File: src/rtl/adc_rd_pkg.sv
package adc_rd_pkg;

    // Status codes reported by the converter
    localparam logic [1:0] STS_WORKING = 2'b00;
    localparam logic [1:0] STS_READY   = 2'b11;

    // Width of the assembled offset-binary code
    localparam int CODE_W = 22;
    localparam int SGN_W  = 24;
    localparam int BYTE_W = 8;

    typedef enum logic [2:0] {
        ST_IDLE,
        ST_AZ_LOW,
        ST_AZ_WAIT0,
        ST_AZ_WAIT1,
        ST_CONV_LOW,
        ST_WAIT,
        ST_READ
    } rd_state_e;

endpackage

File: src/rtl/adc_status_filter.sv
module adc_status_filter #(
    parameter int W = 2
) (
    input  logic         clk,
    input  logic         rst_n,
    input  logic [W-1:0] raw_i,
    output logic [W-1:0] stable_o
);

    typedef struct packed {
        logic [W-1:0] s1;
        logic [W-1:0] s2;
        logic [W-1:0] s3;
        logic [W-1:0] filt;
    } flt_t;

    flt_t q, d;

    always_comb begin
        d      = q;
        d.s1   = raw_i;
        d.s2   = q.s1;
        d.s3   = q.s2;
        // take the synchronized value only once two successive samples agree
        if (q.s2 == q.s3) begin
            d.filt = q.s2;
        end
    end

    always_ff @(posedge clk or negedge rst_n) begin
        if (!rst_n) begin
            q <= '0;
        end else begin
            q <= d;
        end
    end

    assign stable_o = q.filt;

endmodule

File: src/rtl/adc_wait_timer.sv
module adc_wait_timer #(
    parameter int LIMIT = 256
) (
    input  logic clk,
    input  logic rst_n,
    input  logic run_i,
    output logic expired_o
);

    localparam int TW = $clog2(LIMIT + 1);
    localparam logic [TW-1:0] LAST = TW'(LIMIT - 1);

    logic [TW-1:0] cnt_q, cnt_d;

    assign expired_o = run_i && (cnt_q == LAST);

    always_comb begin
        if (!run_i || expired_o) begin
            cnt_d = '0;
        end else begin
            cnt_d = cnt_q + TW'(1);
        end
    end

    always_ff @(posedge clk or negedge rst_n) begin
        if (!rst_n) begin
            cnt_q <= '0;
        end else begin
            cnt_q <= cnt_d;
        end
    end

endmodule

File: src/rtl/adc_code_fmt.sv
module adc_code_fmt
    import adc_rd_pkg::*;
(
    input  logic [5:0]        top_i,
    input  logic [BYTE_W-1:0] mid_i,
    input  logic [BYTE_W-1:0] low_i,
    output logic [CODE_W-1:0] code_o,
    output logic [SGN_W-1:0]  sgn_o
);

    localparam int EXT = SGN_W - CODE_W;

    always_comb begin
        code_o = {top_i, mid_i, low_i};
        // offset binary to two's complement: flip the top code bit, extend it
        sgn_o  = {{EXT{~code_o[CODE_W-1]}}, ~code_o[CODE_W-1], code_o[CODE_W-2:0]};
    end

endmodule

File: src/rtl/adc_readout_ctrl.sv
module adc_readout_ctrl
    import adc_rd_pkg::*;
#(
    parameter int CONV_LOW = 3,
    parameter int SETTLE   = 2,
    parameter int AZ_LOW   = 4,
    parameter int TIMEOUT  = 256
) (
    input  logic              clk,
    input  logic              rst_n,
    input  logic              start_i,
    input  logic              azero_req_i,
    output logic              busy_o,
    output logic [CODE_W-1:0] result_ob_o,
    output logic [SGN_W-1:0]  result_sgn_o,
    output logic              valid_o,
    output logic              err_o,
    output logic              adc_conv_n_o,
    output logic              adc_az_n_o,
    output logic              adc_oe_n_o,
    input  logic [1:0]        adc_status_i,
    input  logic [BYTE_W-1:0] adc_data_i
);

    localparam int M1    = (CONV_LOW > SETTLE) ? CONV_LOW : SETTLE;
    localparam int PMAX  = (M1 > AZ_LOW) ? M1 : AZ_LOW;
    localparam int CNT_W = $clog2(PMAX + 1);
    localparam logic [CNT_W-1:0] CONV_LAST   = CNT_W'(CONV_LOW - 1);
    localparam logic [CNT_W-1:0] SETTLE_LAST = CNT_W'(SETTLE - 1);
    localparam logic [CNT_W-1:0] AZ_LAST     = CNT_W'(AZ_LOW - 1);

    typedef struct packed {
        rd_state_e         st;
        logic [CNT_W-1:0]  cnt;
        logic [1:0]        idx;
        logic [5:0]        top;
        logic [BYTE_W-1:0] mid;
        logic [CODE_W-1:0] ob;
        logic [SGN_W-1:0]  sgn;
        logic              valid;
        logic              err;
        logic              az_pend;
        logic              conv_n;
        logic              oe_n;
        logic              az_n;
    } regs_t;

    regs_t q, d;

    logic [1:0]        sts;
    logic              tmo_run;
    logic              tmo_expired;
    logic [CODE_W-1:0] fmt_code;
    logic [SGN_W-1:0]  fmt_sgn;

    adc_status_filter #(.W(2)) u_filter (
        .clk      (clk),
        .rst_n    (rst_n),
        .raw_i    (adc_status_i),
        .stable_o (sts)
    );

    assign tmo_run = (q.st == ST_WAIT) || (q.st == ST_AZ_WAIT0) || (q.st == ST_AZ_WAIT1);

    adc_wait_timer #(.LIMIT(TIMEOUT)) u_timer (
        .clk       (clk),
        .rst_n     (rst_n),
        .run_i     (tmo_run),
        .expired_o (tmo_expired)
    );

    // the low byte comes straight from the bus in the capture cycle
    adc_code_fmt u_fmt (
        .top_i  (q.top),
        .mid_i  (q.mid),
        .low_i  (adc_data_i),
        .code_o (fmt_code),
        .sgn_o  (fmt_sgn)
    );

    always_comb begin
        d       = q;
        d.valid = 1'b0;

        if (azero_req_i) begin
            d.az_pend = 1'b1;
        end

        unique case (q.st)
            ST_IDLE: begin
                if (q.az_pend || azero_req_i) begin
                    d.st      = ST_AZ_LOW;
                    d.az_n    = 1'b0;
                    d.cnt     = '0;
                    d.err     = 1'b0;
                    d.az_pend = 1'b0;
                end else if (start_i && (sts == STS_READY)) begin
                    d.st     = ST_CONV_LOW;
                    d.conv_n = 1'b0;
                    d.cnt    = '0;
                    d.idx    = 2'd0;
                    d.err    = 1'b0;
                end
            end
            ST_AZ_LOW: begin
                if (q.cnt == AZ_LAST) begin
                    d.az_n = 1'b1;
                    d.st   = ST_AZ_WAIT0;
                end else begin
                    d.cnt = q.cnt + CNT_W'(1);
                end
            end
            ST_AZ_WAIT0: begin
                // the converter must first report that it is busy zeroing
                if (sts == STS_WORKING) begin
                    d.st = ST_AZ_WAIT1;
                end
            end
            ST_AZ_WAIT1: begin
                if (sts == STS_READY) begin
                    d.st = ST_IDLE;
                end
            end
            ST_CONV_LOW: begin
                if (q.cnt == CONV_LAST) begin
                    d.conv_n = 1'b1;
                    d.st     = ST_WAIT;
                end else begin
                    d.cnt = q.cnt + CNT_W'(1);
                end
            end
            ST_WAIT: begin
                // byte k is announced by status code k+1
                if (sts == (q.idx + 2'd1)) begin
                    d.st   = ST_READ;
                    d.oe_n = 1'b0;
                    d.cnt  = '0;
                end
            end
            ST_READ: begin
                if (q.cnt == SETTLE_LAST) begin
                    d.oe_n = 1'b1;
                    if (q.idx == 2'd2) begin
                        d.ob    = fmt_code;
                        d.sgn   = fmt_sgn;
                        d.valid = 1'b1;
                        d.st    = ST_IDLE;
                    end else begin
                        if (q.idx == 2'd0) begin
                            d.top = adc_data_i[5:0];
                        end else begin
                            d.mid = adc_data_i;
                        end
                        d.idx    = q.idx + 2'd1;
                        d.st     = ST_CONV_LOW;
                        d.conv_n = 1'b0;
                        d.cnt    = '0;
                    end
                end else begin
                    d.cnt = q.cnt + CNT_W'(1);
                end
            end
            default: begin
                d.st = ST_IDLE;
            end
        endcase

        if (tmo_expired) begin
            d.st     = ST_IDLE;
            d.err    = 1'b1;
            d.conv_n = 1'b1;
            d.oe_n   = 1'b1;
            d.az_n   = 1'b1;
        end
    end

    always_ff @(posedge clk or negedge rst_n) begin
        if (!rst_n) begin
            q.st      <= ST_IDLE;
            q.cnt     <= '0;
            q.idx     <= 2'd0;
            q.top     <= '0;
            q.mid     <= '0;
            q.ob      <= '0;
            q.sgn     <= '0;
            q.valid   <= 1'b0;
            q.err     <= 1'b0;
            q.az_pend <= 1'b0;
            q.conv_n  <= 1'b1;
            q.oe_n    <= 1'b1;
            q.az_n    <= 1'b1;
        end else begin
            q <= d;
        end
    end

    assign busy_o       = (q.st != ST_IDLE) || (sts != STS_READY) || q.az_pend;
    assign result_ob_o  = q.ob;
    assign result_sgn_o = q.sgn;
    assign valid_o      = q.valid;
    assign err_o        = q.err;
    assign adc_conv_n_o = q.conv_n;
    assign adc_az_n_o   = q.az_n;
    assign adc_oe_n_o   = q.oe_n;

endmodule


File: config.mk
export PLATFORM = sky130hd
export DESIGN_NAME = adc_readout_ctrl
export DESIGN_NICKNAME = d
export VERILOG_FILES = /design/src/rtl/adc_rd_pkg.sv /design/src/rtl/adc_status_filter.sv /design/src/rtl/adc_wait_timer.sv /design/src/rtl/adc_code_fmt.sv /design/src/rtl/adc_readout_ctrl.sv
export SDC_FILE = /design/constraint.sdc
export NUM_CORES = 1
export LEC_CHECK = 0
export CORE_MARGIN = 10
export CORE_UTILIZATION = 43
export CTS_BUF_LIST = sky130_fd_sc_hd__clkbuf_16
export DETAILED_ROUTE_END_ITERATION = 16
export GPL_TIMING_DRIVEN = 0
export PLACE_DENSITY = 0.79
export SETUP_SLACK_MARGIN = 0.2
export SYNTH_ARGS = -nofsm -noshare
export SYNTH_HDL_FRONTEND = slang
export SYNTH_SLANG_ARGS = --single-unit
File: constraint.sdc
create_clock -name clk -period 2.2 [get_ports clk]
set_input_delay 0.66 -clock clk [delete_from_list [all_inputs] [get_ports clk]]
set_output_delay 0.66 -clock clk [all_outputs]
set_load 0.005 [all_outputs]
==> results of run 1 <==
## metrics by stage
stage	setup slack, ns	hold slack, ns
6_report	0.234	0.346
5_1_grt	0.178	0.355
4_1_cts	0.123	0.347
3_5_place_dp	-0.220	0.335
3_3_place_gp	-1.70	0.332
2_1_floorplan	0.257	0.331
## how the worst min path moves through the flow
| stage | start | end | slack [ns] | cells after the start |
|---|---|---|---|---|
| 2_1_floorplan | u_filter.d[4] | u_filter.d[2] | 0.33 | 0 |
| 6_report | u_filter.d[5] | u_filter.d[3] | 0.35 | 0 |
| 4_1_cts | u_filter.d[5] | u_filter.d[3] | 0.35 | 0 |
| 5_1_grt | u_filter.d[4] | u_filter.d[2] | 0.36 | 0 |
| 3_5_place_dp | u_filter.d[5] | u_filter.d[3] | 0.33 | 0 |
| 3_3_place_gp | u_filter.d[4] | u_filter.d[2] | 0.33 | 0 |
## power groups by stage
stage	sequential (uW)	combinational (uW)	clock, uW
finish	1770	2130	1280
global route	1820	2340	1360
CTS	1760	1990	1300
detailed placement	1800	1860	0
global placement	1780	1800	0
floorplan	1730	1200	0
## cell type report
class / instances / share of cell area, %
Sequential cell: 68 / 35.4
Multi-Input combinational cell: 216 / 28.6
Timing Repair Buffer: 90 / 18.4
Buffer: 56 / 8.35
Clock buffer: 9 / 4.67
Tap cell: 102 / 2.64
Inverter: 12 / 0.985
Clock inverter: 7 / 0.933
## layer usage
layer	wire, um	vias to the layer above	share of wire, %	GRT usage [%]
li1	-	1310	-	-
met5	0	-	0	0
met2	4340	82	53	24.5
met1	3230	1307	39	15.7
met4	178	0	2.2	6.40
met3	456	17	5.6	3.01
## synthesized netlist by cell type (5+ instances only)
library cell | n | area [um2]
buf_4 | 46 | 345
dfrtp_1 | 65 | 1630
nand2b_1 | 7 | 43.8
mux2_2 | 18 | 203
o21ai_0 | 11 | 55.1
xnor2_1 | 5 | 43.8
nor2_1 | 24 | 90.1
clkbuf_1 | 8 | 30.0
nand3_1 | 8 | 40.0
ha_1 | 9 | 113
a21oi_1 | 11 | 55.1
nand2_1 | 83 | 312
inv_1 | 11 | 41.3
## critical path, stage by stage, from the launching register on
cell             delay [ns]
dfrtp_1                0.37
buf_4                  0.11
clkdlybuf4s50_1        0.49
## cell usage in the layout (no fill, tap or decap), types with 4 or more instances in the layout
cell,n
clkbuf_16,9
ha_1,4
o21ai_0,9
nand3_1,7
dlymetal6s2s_1,24
ha_2,4
xor2_1,4
clkbuf_1,4
nand2_1,83
inv_1,10
a21oi_1,11
dlygate4sd2_1,9
clkdlybuf4s50_1,30
buf_4,70
mux2_2,16
nand2b_1,7
xnor2_1,5
clkbuf_2,5
nor2_1,23
dfrtp_1,64
## cells by family after synthesis
kind of cell               after synthesis  synth area share, %
and+or+nand+nor                        144                 19.0
buffers and inverters                   68                 12.8
muxes                                   21                 6.81
DFF                                     68                 49.9
xor gates and xnor gates                 9                 2.31
AOI/OAI and AO/OA                       33                 5.86
adders and majority gates                9                 3.30
## timing repair
action / in CTS / in global routing
hold buffers: 0 / 0
buffers inserted: 11 / 13
gates cloned: 0 / 1
pin swaps: 5 / 8
gates resized for setup: 24 / 50
endpoints found under the setup margin: 50 / 70
## sequential cells by signal (all words and copies together) (netlist names)
name / count
adc_az_n_o: 1
adc_conv_n_o: 1
adc_oe_n_o: 1
err_o: 1
q: 23
result_ob_o: 22
result_sgn_o: 1
u_filter.d: 4
u_filter.q: 2
u_filter.stable_o: 2
u_timer.cnt_q: 9
valid_o: 1
==> flow_summary.json, run 1 <==
{
  "p_leak_uw": 0.00266,
  "netlist-cell-type-count": 41,
  "peakVddDrop_v": 0.000502,
  "powerDensity_mw_per_mm2": 1070,
  "synthArstFlopShare_pct": 100,
  "final_util_pct": 62.5,
  "tightest_slew_ns": 0.827,
  "syn_area_mm2": 0.00342,
  "cts_buffer_depth": 2,
  "gp_congestion": 0.864,
  "p_sw_share_pct": 32.5,
  "power.switching_uw": 1680,
  "maxCapViolations": 0,
  "routed_via_density": 4.85,
  "synth_nets": 375,
  "arrival_ns": 1.31,
  "holdCritPathClass": "reg2reg",
  "r2r_slack_ns": 0.29,
  "power_frac_comb_pct": 41.1,
  "numCtsBuffers": 9,
  "clk-insertion-delay-late_ns": 0.33,
  "status": "finished, final reports clean",
  "initial_core_util_pct": 44.2,
  "slew_viol_final": 0,
  "drive_gt1_share_pct": 30.1,
  "r2r_cells": 6,
  "setup_viol": 0,
  "die-area_mm2": 0.0119,
  "dpl.hpwl_mm": 5.59,
  "synth-main-ff-cell": "dfrtp_1",
  "critPathLaunchType": "flip-flop",
  "required_ns": 1.54,
  "crit_end": "result_ob_o[4]",
  "tritoncts": "yes",
  "drt-initial-drc-count": 119,
  "stdcell_area_mm2": 0.00483,
  "h-tree-depth": 3,
  "period_needed_ns": 1.97,
  "worstSetupPathType": "reg2out",
  "dp.cells": 519,
  "netlist_instances": 352,
  "placementRows": 32,
  "multiInputGateArea_mm2": 0.00138,
  "overflow": 0,
  "antenna_found_initial": 0,
  "finalClockSkew_ns": 0.00586,
  "n_fill_cell": 584,
  "hold_viol": 0,
  "finalSetupTns_ns": 0,
  "crit_path_end_kind": "primary output",
  "syn_area_per_cell_um2": 9.70,
  "finalNonFillerCells": 560,
  "grt_pass1_wl_mm": 13.2,
  "fin_crit_sh_pct": 89.4,
  "yosysSeqAreaShare_pct": 49.9,
  "grt.total_usage_pct": 13.9,
  "max_slew_margin_pct": 44.9,
  "reg2reg_from": "q[73]",
  "worstPathMaxFanout": 3,
  "r2r_end": "q[70]",
  "finalPower_uw": 5180,
  "critPathLaunch": "result_ob_o[4]",
  "port_buffers": 65,
  "io_pins": 66,
  "drt-total-wl_mm": 8.20,
  "path_clk_slew_ns": 0.05,
  "ant_nets": 0,
  "cts.sinks": 68,
  "cts-root-buf": "clkbuf_16",
  "ys_ff_latch": 68,
  "place_area_mm2": 0.00419,
  "core_area_mm2": 0.00773,
  "die_h_um": 109,
  "synth_edf_count": 0,
  "vias": 2716,
  "n_antenna_cell": 0,
  "p_seq_share_pct": 34.2,
  "grt_max_degree": 69,
  "yosysWarnings": 0,
  "intPower_uw": 3500,
  "rsz0062_at_grt": "no",
  "max_freq_ghz": 0.509,
  "syn_to_final_growth_pct": 41.3,
  "firstDrtPassIters": 4,
  "nets": 476,
  "drc_errors": 0,
  "p_clk_share_pct": 24.7,
  "die_w_um": 109,
  "seqCellArea_mm2": 0.00171,
  "grt_pass1_vias": 2679,
  "routedWlPerCell_um": 14.6
}
Note: power is estimated with default switching activity, not from simulation.
==> run 2, diff against run 1 <==
- CORE_UTILIZATION: 43 -> 52
- PLACE_DENSITY: 0.79 -> 0.91
==> run 2 against run 1 <==
Effect of this change:
- critical path depth rose by 6
- setup slack got worse by 0.15 ns
- first-iteration DRC count rose to 3.1 times the previous value
- largest power group unchanged
==> flow_summary.json, run 2 (same netlist as run 1, synthesis figures left out) <==
{
  "status": "finished, final reports clean",
  "grt_pass1_wl_mm": 14.7,
  "dpl.hpwl_mm": 5.69,
  "path_clk_slew_ns": 0.05,
  "core_area_mm2": 0.00635,
  "maxCapViolations": 0,
  "slowest_delay_ns": 0.43,
  "period_needed_ns": 2.11,
  "mostFrequentLayoutCells": "buf_4, nand2_1, dfrtp_1",
  "cts.sinks": 68,
  "reg2reg_from": "q[66]",
  "grt_pass1_vias": 2910,
  "placementRows": 29,
  "vias": 3194,
  "met2WireLength_mm": 5.50,
  "syn_to_final_growth_pct": 45.6,
  "holdCritPathClass": "reg2reg",
  "crit_end": "q[69]",
  "grt.total_usage_pct": 18.1,
  "hold_ws_ns": 0.345,
  "arrival_ns": 2.37,
  "nets": 497,
  "cts-root-buf": "clkbuf_16",
  "critPathLaunchType": "flip-flop",
  "crit_path_end_kind": "flip-flop",
  "drc_errors": 0,
  "die-area_mm2": 0.0102,
  "ant_nets": 0,
  "setup_viol": 0,
  "worstSetupPathType": "reg2reg",
  "port_buffers": 65,
  "place_ws_ns": -0.170,
  "routed.top_layer": "met4",
  "layout_commonest_cell": "buf_4",
  "clk-insertion-delay-late_ns": 0.34,
  "routedWlPerCell_um": 20.4,
  "worstPathCellList": "inv_2, ha_4, xor2_2, nor2_2, o21ai_4, nor4_4, buf_4, mux2i_1",
  "tritoncts": "yes",
  "n_antenna_cell": 0,
  "tightest_slew_ns": 0.833,
  "critical_path.top_delay_family": "simple AND/OR/NAND/NOR gates",
  "cts_buffer_depth": 2,
  "routed_via_density": 5.75,
  "powerDensity_mw_per_mm2": 1170,
  "regMostFlops": "q",
  "max_slew_margin_pct": 44.4,
  "die_w_um": 101,
  "antenna_found_initial": 0,
  "rsz0062_at_grt": "yes",
  "drt-total-wl_mm": 11.3,
  "wl_met3_um": 936,
  "finalClockSkew_ns": 0.00622,
  "grt_max_degree": 69,
  "cp_num_cells": 8,
  "required_ns": 2.45,
  "initial_core_util_pct": 53.8,
  "slew_viol_final": 0,
  "finalSetupTns_ns": 0,
  "wl_met1_mm": 4.19,
  "crit_slowest_cell": "dfrtp_1",
  "numCtsBuffers": 9,
  "largest_reg_flops": 23,
  "die_h_um": 101,
  "critPathLaunch": "q[66]",
  "crit_buf_inv": 2,
  "firstDrtPassIters": 8,
  "drt-initial-drc-count": 363,
  "r2r_end": "q[69]",
  "r2r_slack_ns": 0.09,
  "fin_ws_ns": 0.0856,
  "p_leak_uw": 0.00276,
  "gp_congestion": 0.930,
  "worstPathMaxFanout": 3,
  "io_pins": 66,
  "finalPower_uw": 5820,
  "overflow": 0,
  "peakVddDrop_v": 0.000826,
  "drive_gt1_share_pct": 32.6,
  "hold_viol": 0,
  "h-tree-depth": 3,
  "n_fill_cell": 330,
  "cts_hold_buf": 0,
  "r2r_cells": 8,
  "fin_crit_sh_pct": 96.1,
  "max_freq_ghz": 0.473
}
run 2: cell types whose count changed in the layout (fill, tap and decap cells not counted), moves of 2 or more:
cell,delta
dlymetal6s2s_1,-3
buf_4,+22
o21ai_1,-2
ha_2,-3
clkinvlp_4,-3
a311oi_2,-2
ha_1,+3
clkinv_1,+2
clkdlybuf4s50_1,+2
run 2: report_power, final:
| part | internal (uW) | switching [uW] |
|---|---|---|
| clock | 860 | 534 |
| sequential | 1550 | 264 |
| combinational | 1390 | 1220 |
run 2: metrics by stage:
step / util, % / area [um2] / std cells
after floorplan: - / 3420 / 352
after global placement: 65.6 / 4160 / 494
after detailed placement: 65.5 / 4160 / 494
after CTS: 72.4 / 4600 / 525
after global routing: 78.3 / 4970 / 555
final: 78.3 / 4970 / 555
run 2: how the worst min path moves through the flow:
stage / from / endpoint / slack, ns / cells past startpoint
6_report: u_filter.d[5] / u_filter.d[3] / 0.34 / 0
5_1_grt: u_filter.d[5] / u_filter.d[3] / 0.36 / 0
4_1_cts: u_filter.d[5] / u_filter.d[3] / 0.35 / 0
3_5_place_dp: u_filter.d[5] / u_filter.d[3] / 0.33 / 0
3_3_place_gp: u_filter.d[4] / u_filter.d[2] / 0.33 / 0
2_1_floorplan: u_filter.d[4] / u_filter.d[2] / 0.33 / 0
run 2: per-layer routing:
layer  vias to the layer above  track usage, %
li1                       1346               -
met1                      1536            20.7
met2                       243            29.6
met3                        69            5.62
met4                         0            9.22
met5                         -               0
run 2: timing repair:
action                     in CTS  in global routing
pin swaps                       4                  8
cloned                          0                  0
resized for setup              24                 47
buffers inserted               16                 30
setup endpoints to repair      54                 72
run 2: layout make-up:
type | instances | area, um2 | area share [%]
Tap cell | 77 | 96.3 | 1.94
Buffer | 56 | 403 | 8.10
Clock inverter | 6 | 56.3 | 1.13
Sequential cell | 68 | 1710 | 34.3
Clock buffer | 9 | 225 | 4.53
Multi-Input combinational cell | 216 | 1410 | 28.3
Timing Repair Buffer | 111 | 1030 | 20.7
Inverter | 12 | 47.5 | 0.956
==> run 3, diff against run 2 <==
- GPL_TIMING_DRIVEN: 0 -> not set
==> run 3 against run 2 <==
Effect of this change:
- hold slack got worse by 0.013 ns
- clock power barely moved
- first-iteration DRC count fell by 40%
- wire length fell by 19%
- clock-buffer cell count did not move
- maximum frequency rose by 3.8%
- global-route usage fell by 1.2 points
- register-to-register slack improved by 0.08 ns
- sequential power barely moved
- combinational power fell by 20%
- final area fell by 13%
- largest power group unchanged
==> flow_summary.json, run 3 (same netlist as run 1, synthesis figures left out) <==
{
  "status": "finished, final reports clean",
  "cts-root-buf": "clkbuf_16",
  "gp_congestion": 0.902,
  "drc_errors": 0,
  "cts.sinks": 68,
  "die-area_mm2": 0.0102,
  "layout_commonest_cell": "nand2_1",
  "routedWlPerCell_um": 19.1,
  "numCtsBuffers": 9,
  "crit_slowest_cell": "dfrtp_1",
  "holdCritPathClass": "in2async",
  "hold_viol": 0,
  "dp.cells": 449,
  "cts_buffer_depth": 2,
  "stdcell_area_mm2": 0.00435,
  "crit_end": "q[69]",
  "drt-total-wl_mm": 9.13,
  "core_area_mm2": 0.00635,
  "grt_max_degree": 69,
  "critPathLaunch": "q[67]",
  "max_freq_ghz": 0.491,
  "worstPathCellList": "inv_2, ha_1, xor2_1, nor2_2, o21ai_4, nor4_4, buf_4, mux2i_1",
  "crit_path_end_kind": "flip-flop",
  "grt.total_usage_pct": 16.9,
  "nets": 420,
  "reg2reg_from": "q[67]",
  "clk-insertion-delay-late_ns": 0.33,
  "drt-initial-drc-count": 216,
  "setup_viol": 0,
  "n_antenna_cell": 0,
  "slowest_delay_ns": 0.40,
  "worstSetupPathType": "reg2reg",
  "grt_pass1_vias": 2666,
  "finalClockSkew_ns": 0.00463,
  "place_area_mm2": 0.00386,
  "slew_viol_final": 0,
  "crit_buf_inv": 2,
  "vias": 2698,
  "regMostFlops": "q",
  "io_pins": 66,
  "drive_gt1_share_pct": 21.1,
  "arrival_ns": 2.28,
  "initial_core_util_pct": 53.8,
  "port_buffers": 65,
  "cts_hold_buf": 0,
  "finalNonFillerCells": 479,
  "peakVddDrop_v": 0.000667,
  "critical_path.top_delay_family": "simple AND/OR/NAND/NOR gates",
  "tightest_slew_ns": 0.369,
  "grt_pass1_wl_mm": 13.6,
  "placementRows": 29,
  "h-tree-depth": 3,
  "firstDrtPassIters": 6,
  "tritoncts": "yes",
  "largest_reg_flops": 23,
  "rsz0062_at_grt": "yes",
  "ant_nets": 0,
  "mostFrequentLayoutCells": "nand2_1, dfrtp_1, clkdlybuf4s50_1",
  "r2r_slack_ns": 0.16,
  "path_clk_slew_ns": 0.06,
  "r2r_end": "q[69]",
  "maxCapViolations": 0,
  "n_fill_cell": 408,
  "overflow": 0,
  "p_leak_uw": 0.00206,
  "antenna_found_initial": 0,
  "routed_via_density": 5.63,
  "max_slew_margin_pct": 75.1,
  "critPathLaunchType": "flip-flop",
  "syn_to_final_growth_pct": 27.4,
  "r2r_cells": 8,
  "required_ns": 2.45,
  "fin_crit_sh_pct": 92.6,
  "powerDensity_mw_per_mm2": 1210,
  "period_needed_ns": 2.04,
  "worstPathMaxFanout": 4,
  "cp_num_cells": 8,
  "die_h_um": 101,
  "dpl.hpwl_mm": 5.30,
  "die_w_um": 101
}
-- run 3: worst min path at each step --
stage / to / slack, ns / depth (start not counted)
2_1_floorplan: u_filter.d[2] / 0.33 / 0
3_3_place_gp: u_filter.d[2] / 0.33 / 0
3_5_place_dp: u_filter.d[3] / 0.34 / 0
4_1_cts: u_filter.d[3] / 0.35 / 0
5_1_grt: u_filter.d[3] / 0.35 / 0
6_report: q[3] / 0.33 / 2
-- run 3: per-layer routing --
layer	wire length [um]	track usage, %	vias up
li1	-	-	1199
met1	3360	18.7	1328
met2	4830	28.9	138
met3	686	4.73	33
met4	247	8.36	0
met5	0	0	-
-- run 3: per-stage QoR --
stage | setup TNS, ns | setup WS [ns] | total power (uW) | utilization [%] | hold slack [ns]
floorplan | 0 | 0.257 | 2930 | - | 0.331
global placement | -0.140 | -0.0687 | 3340 | 60.8 | 0.334
detailed placement | -0.470 | -0.128 | 3440 | 60.8 | 0.336
CTS | 0 | 0.193 | 5000 | 66.5 | 0.348
global route | 0 | 0.146 | 5500 | 68.6 | 0.349
finish | 0 | 0.163 | 5290 | 68.6 | 0.332
-- run 3: timing repair --
item                                    in CTS  in global routing
pin swaps                                    4                  7
setup buffers                                5                  9
gates cloned                                 0                  0
gates resized for setup                     17                 17
endpoints found under the setup margin      17                 12
-- run 3: area by class of cell --
type	count	area, um2	share of cell area (%)
clock buffer	9	225	5.17
multi-input combinational	216	1350	31.0
clock inverter	7	66.3	1.52
inverter	12	45.0	1.03
tap	77	96.3	2.21
timing repair buffer	90	861	19.8
sequential	68	1710	39.2
-- run 3: power breakdown --
| group | internal [uW] | leakage (uW) | switching [uW] |
|---|---|---|---|
| registers | 1550 | 0.000867 | 232 |
| clock network | 870 | 0.000137 | 544 |
| logic | 1080 | 0.00105 | 1010 |
-- run 3: worst reg2reg max path, delay by kind of cell (launching register included) --
family,cells,cell delay [ns]
simple gates,2,0.49
flops,1,0.40
fa+ha+maj,1,0.32
buf+inv,2,0.25
mux,1,0.20
xor+xnor,1,0.17
compound gates,1,0.11
